**config.mk**
```make
export PLATFORM = sky130hd
export DESIGN_NAME = sys_clk_gate
export DESIGN_NICKNAME = d
export VERILOG_FILES = /design/src/rtl/clkgate_pkg.sv /design/src/rtl/clkgate_ctrl.sv /design/src/rtl/clkgate_dp.sv /design/src/rtl/sys_clk_gate.sv
export SDC_FILE = /design/constraint.sdc
export NUM_CORES = 1
export LEC_CHECK = 0
export BUFFER_PORTS_ARGS = -buffer_cell sky130_fd_sc_hd__buf_2
export CORE_MARGIN = 4
export CORE_UTILIZATION = 35
export CTS_CLUSTER_DIAMETER = 200
export DETAILED_ROUTE_END_ITERATION = 8
export PLACE_DENSITY = 0.87
export RECOVER_POWER = 50
export SYNTH_ARGS = -nofsm -noshare
export SYNTH_HDL_FRONTEND = slang
export SYNTH_HIERARCHICAL = 1
export SYNTH_SLANG_ARGS = --single-unit
```
**constraint.sdc**
```tcl
create_clock -name clk -period 1.7 [get_ports clk]
set_clock_uncertainty 0.05 [all_clocks]
set_input_delay 0.17 -clock clk [delete_from_list [all_inputs] [get_ports clk]]
set_output_delay 0.17 -clock clk [all_outputs]
set_load 0.02 [all_outputs]
```
**src/rtl/clkgate_pkg.sv**
```systemverilog
package clkgate_pkg;

  localparam int DATA_W = 32;
  localparam int ADDR_W = 4;

  localparam logic [ADDR_W-1:0] OFS_SET  = 4'h0;
  localparam logic [ADDR_W-1:0] OFS_CLR  = 4'h4;
  localparam logic [ADDR_W-1:0] OFS_STAT = 4'h8;

  localparam int DEV_BIT  = 1;
  localparam int OPT_BIT  = 2;
  localparam int HOST_BIT = 4;
  localparam int NUM_PCK  = 4;
  localparam int PCK_LSB  = 8;

  function automatic logic [DATA_W-1:0] implMask();
    logic [DATA_W-1:0] m;
    m = '0;
    m[DEV_BIT]  = 1'b1;
    m[OPT_BIT]  = 1'b1;
    m[HOST_BIT] = 1'b1;
    for (int k = 0; k < NUM_PCK; k++) m[PCK_LSB + k] = 1'b1;
    return m;
  endfunction

  localparam logic [DATA_W-1:0] IMPL_MASK = implMask();

  typedef struct packed {
    logic setWr;
    logic clrWr;
    logic statRd;
  } ctlStrobes_t;

endpackage

```
**src/rtl/clkgate_ctrl.sv**
```systemverilog
module clkgate_ctrl
  import clkgate_pkg::*;
(
  input  logic              busSel,
  input  logic              busWrite,
  input  logic [ADDR_W-1:0] busAddr,
  output ctlStrobes_t       strobes
);

  logic isSet;
  logic isClr;
  logic isStat;

  always_comb begin
    isSet  = (busAddr == OFS_SET);
    isClr  = (busAddr == OFS_CLR);
    isStat = (busAddr == OFS_STAT);
    strobes.setWr  = busSel & busWrite & isSet;
    strobes.clrWr  = busSel & busWrite & isClr;
    strobes.statRd = busSel & ~busWrite & isStat;
  end

endmodule

```
**src/rtl/clkgate_dp.sv**
```systemverilog
module clkgate_dp
  import clkgate_pkg::*;
(
  input  logic              clk,
  input  logic              rstN,
  input  ctlStrobes_t       strobes,
  input  logic [DATA_W-1:0] wrData,
  input  logic              devSuspend,
  output logic [DATA_W-1:0] stateVec,
  output logic [DATA_W-1:0] rdData,
  output logic              devMckEn
);

  logic unusedBits;
  assign unusedBits = ^(wrData & ~IMPL_MASK);

  for (genvar b = 0; b < DATA_W; b++) begin : g_bit
    if (IMPL_MASK[b]) begin : g_impl
      logic bitQ;
      logic setHit;
      logic clrHit;
      assign setHit = strobes.setWr & wrData[b];
      if (b == DEV_BIT) begin : g_dev
        // hardware suspend clear joins the software clear and wins over set
        assign clrHit = (strobes.clrWr & wrData[b]) | devSuspend;
      end else begin : g_plain
        assign clrHit = strobes.clrWr & wrData[b];
      end
      always_ff @(posedge clk or negedge rstN) begin
        if (!rstN)       bitQ <= 1'b0;
        else if (clrHit) bitQ <= 1'b0;
        else if (setHit) bitQ <= 1'b1;
      end
      assign stateVec[b] = bitQ;
    end else begin : g_rsvd
      assign stateVec[b] = 1'b0;
    end
  end

  always_ff @(posedge clk or negedge rstN) begin
    if (!rstN) devMckEn <= 1'b1;
    else       devMckEn <= ~(devSuspend & stateVec[OPT_BIT]);
  end

  assign rdData = strobes.statRd ? stateVec : '0;

endmodule

```
**src/rtl/sys_clk_gate.sv**
```systemverilog
module sys_clk_gate
  import clkgate_pkg::*;
(
  input  logic              clk,
  input  logic              rstN,
  input  logic              busSel,
  input  logic              busWrite,
  input  logic [ADDR_W-1:0] busAddr,
  input  logic [DATA_W-1:0] busWdata,
  output logic [DATA_W-1:0] busRdata,
  input  logic              devSuspend,
  output logic              devClkEn,
  output logic              hostClkEn,
  output logic              devMckEn,
  output logic [NUM_PCK-1:0] pckEn
);

  ctlStrobes_t       strobes;
  logic [DATA_W-1:0] stateVec;

  clkgate_ctrl u_ctrl (
    .busSel   (busSel),
    .busWrite (busWrite),
    .busAddr  (busAddr),
    .strobes  (strobes)
  );

  clkgate_dp u_dp (
    .clk        (clk),
    .rstN       (rstN),
    .strobes    (strobes),
    .wrData     (busWdata),
    .devSuspend (devSuspend),
    .stateVec   (stateVec),
    .rdData     (busRdata),
    .devMckEn   (devMckEn)
  );

  assign devClkEn  = stateVec[DEV_BIT];
  assign hostClkEn = stateVec[HOST_BIT];
  assign pckEn     = stateVec[PCK_LSB +: NUM_PCK];

endmodule

```
==> results.md <==
* Outcome: finished clean
* Fin crit share at 97.3%
* DRC errors left at 0
* DRT Pass-1 Iters at 3
* Via density at roughly 4.2
* Fin nets at 141
* Max rail drop VDD at 0.000493 V
* CORE AREA at 1580 um^2
* Storage element area at 201 um^2
* Fill count at 170
* Hold WS at slightly above 20 ps
* Mapped cell area at 609 um^2
* CTS max path bufs at 2
* Antenna diodes at 0
* Min cycle time layout at 1650 ps
* Die width at 49.7 um
* Slew Viols, Final at 0
* CP Launch Type: input pin
* DR WL/cell at 11.3 um
* Ratio of cells with drive above 1 in the final layout at 42.4%
* # Post-CTS Setup Buffers at 0
* Routed wire length at 1300 um
* Final setup fails at 0
* First-pass GRT wire length at around 1800 um
* Crit path cell chain: buf_6, or4b_4, nor3b_4, buf_6, and2_4, buf_6
* Final Core Density at 49.0%
* Worst-Skew Late Latency at 250 ps
* Synthesized instance count at 68
* Root Driver: clkbuf_4
* Critical Path AT at roughly 1400 ps
* Fmax at ~600 MHz
* Post-place instance area at 662 um^2
* Global Route Usage Sum at 9.64%
* Post-route cell area at just under 800 um^2
* Crit Path Max Fanout at 5
* Die Y at slightly below 50 um
* Largest delay share family, worst path: simple AND/OR/NAND/NOR gates
* H-tree levels at 1
* Antenna violations before repair at 0
* Largest net degree at the start of global routing at 9
* DR vias at 488
* Worst setup path start: busAddr[0]
* Final hold viol count at 0
* Tightest Hold Check Type: in -> reg
* Post-DP HPWL at 1040 um
* Initial core utilization at 38.7%
* Row cnt at 14
* CP max stage delay at 550 ps
* R2r startpoint: u_dp/g_bit[1].g_impl.bitQ
* I/O Pins at 80
* Post-route setup TNS at 0 ps
* Hold Crit Start: devSuspend
* Crit. End Element: output pin
* Final ANT Viol Nets at 0
* Port bufs at 29
* Leak at 0.410 nW
* Total clock sinks at 8
* Max Cap Viol at 0
* YS warnings at 6
* Setup CP Type: in -> out
* Die area at 2470 um^2
* Clk slew on worst S/H paths at approximately 50 ps
* CTS Buf Count at 3
* Initial DRC Count at 6
* CTS tree: done
* WP buf/inv at 3
* Vias in the first global route at about 440
* Placer Congestion at 0.685
* CP dominant cell by count: buf_6
* Synthesized area per cell at 8.96 um^2
* Area of the multi-input gates at between 200 and 300 um^2
* GRT overflow at 0
* Layout area overhead at 26.7%
* Critical Path RT at roughly 1500 ps
* Slowest cell on crit path: or4b_4
* PD cells at ~740 nW/um^2
[layer usage]
layer  global-route usage, %  vias up  routed length (um)
met4                    1.38        0                   0
li1                        -      230                   -
met5                       0        -                   0
met3                    6.33        0                 159
met1                    8.12      226                 431
met2                    18.7       32                 703
[where the power goes]
part,switching (mW),internal [mW]
logic,0.126,0.0480
registers,0.0230,0.223
clock network,0.0642,0.0897
[state kept, by name (all words and copies together) (netlist names)]
| register | cells |
|---|---|
| u_dp/devMckEn | 1 |
| u_dp/g_bit.g_impl.bitQ | 7 |
[worst paths after layout]
| check | end | slack (ps) | cells past startpoint |
|---|---|---|---|
| worst min register to register | u_dp/devMckEn | 390 | 1 |
| worst max register to register | u_dp/g_bit[1].g_impl.bitQ | 950 | 2 |
| max in group asynchronous | u_dp/devMckEn | 950 | 2 |
| worst max-delay path | busRdata[1] | 50 | 6 |
| min in group asynchronous | u_dp/g_bit[10].g_impl.bitQ | 310 | 2 |
| worst min-delay path | u_dp/devMckEn | 20 | 2 |
[metrics by stage]
stage,instances,power (mW),setup slack (ps)
finish,115,0.574,46.0
floorplan,92,0.433,219
global route,115,0.616,-5.66
CTS,115,0.582,5.20
detailed placement,110,0.417,-15.8
global placement,110,0.412,-2.65
[cell usage in the layout (no fill, tap or decap)]
master,count
nand2b_1,1
clkbuf_1,7
a21oi_2,1
a21oi_1,12
nand2_1,2
dfrtp_1,7
dfstp_2,1
conb_1,25
dlygate4sd3_1,1
nor4_1,1
a211oi_2,1
nor2_1,1
buf_4,3
clkbuf_4,3
buf_6,9
or4b_4,1
buf_2,15
nor3b_4,1
and2_4,7
[layout make-up]
type	count	share of cell area [%]
Tap cell	16	2.59
Timing Repair Buffer	34	30.0
Sequential cell	8	26.1
Multi-Input combinational cell	53	37.9
Clock buffer	4	3.40
[worst register-to-register path, stage by stage (launching register included)]
cell and delay (ps):
dfrtp_1 390, a21oi_2 50, a211oi_2 190
[timing repair]
action                                  CTS  global route
pin swaps                                 1             2
endpoints found under the setup margin    5             7
hold buffers                              1             0
resized for setup                         2            23
hold endpoints to repair                  8             0
Power figures use the tool's default switching activity.
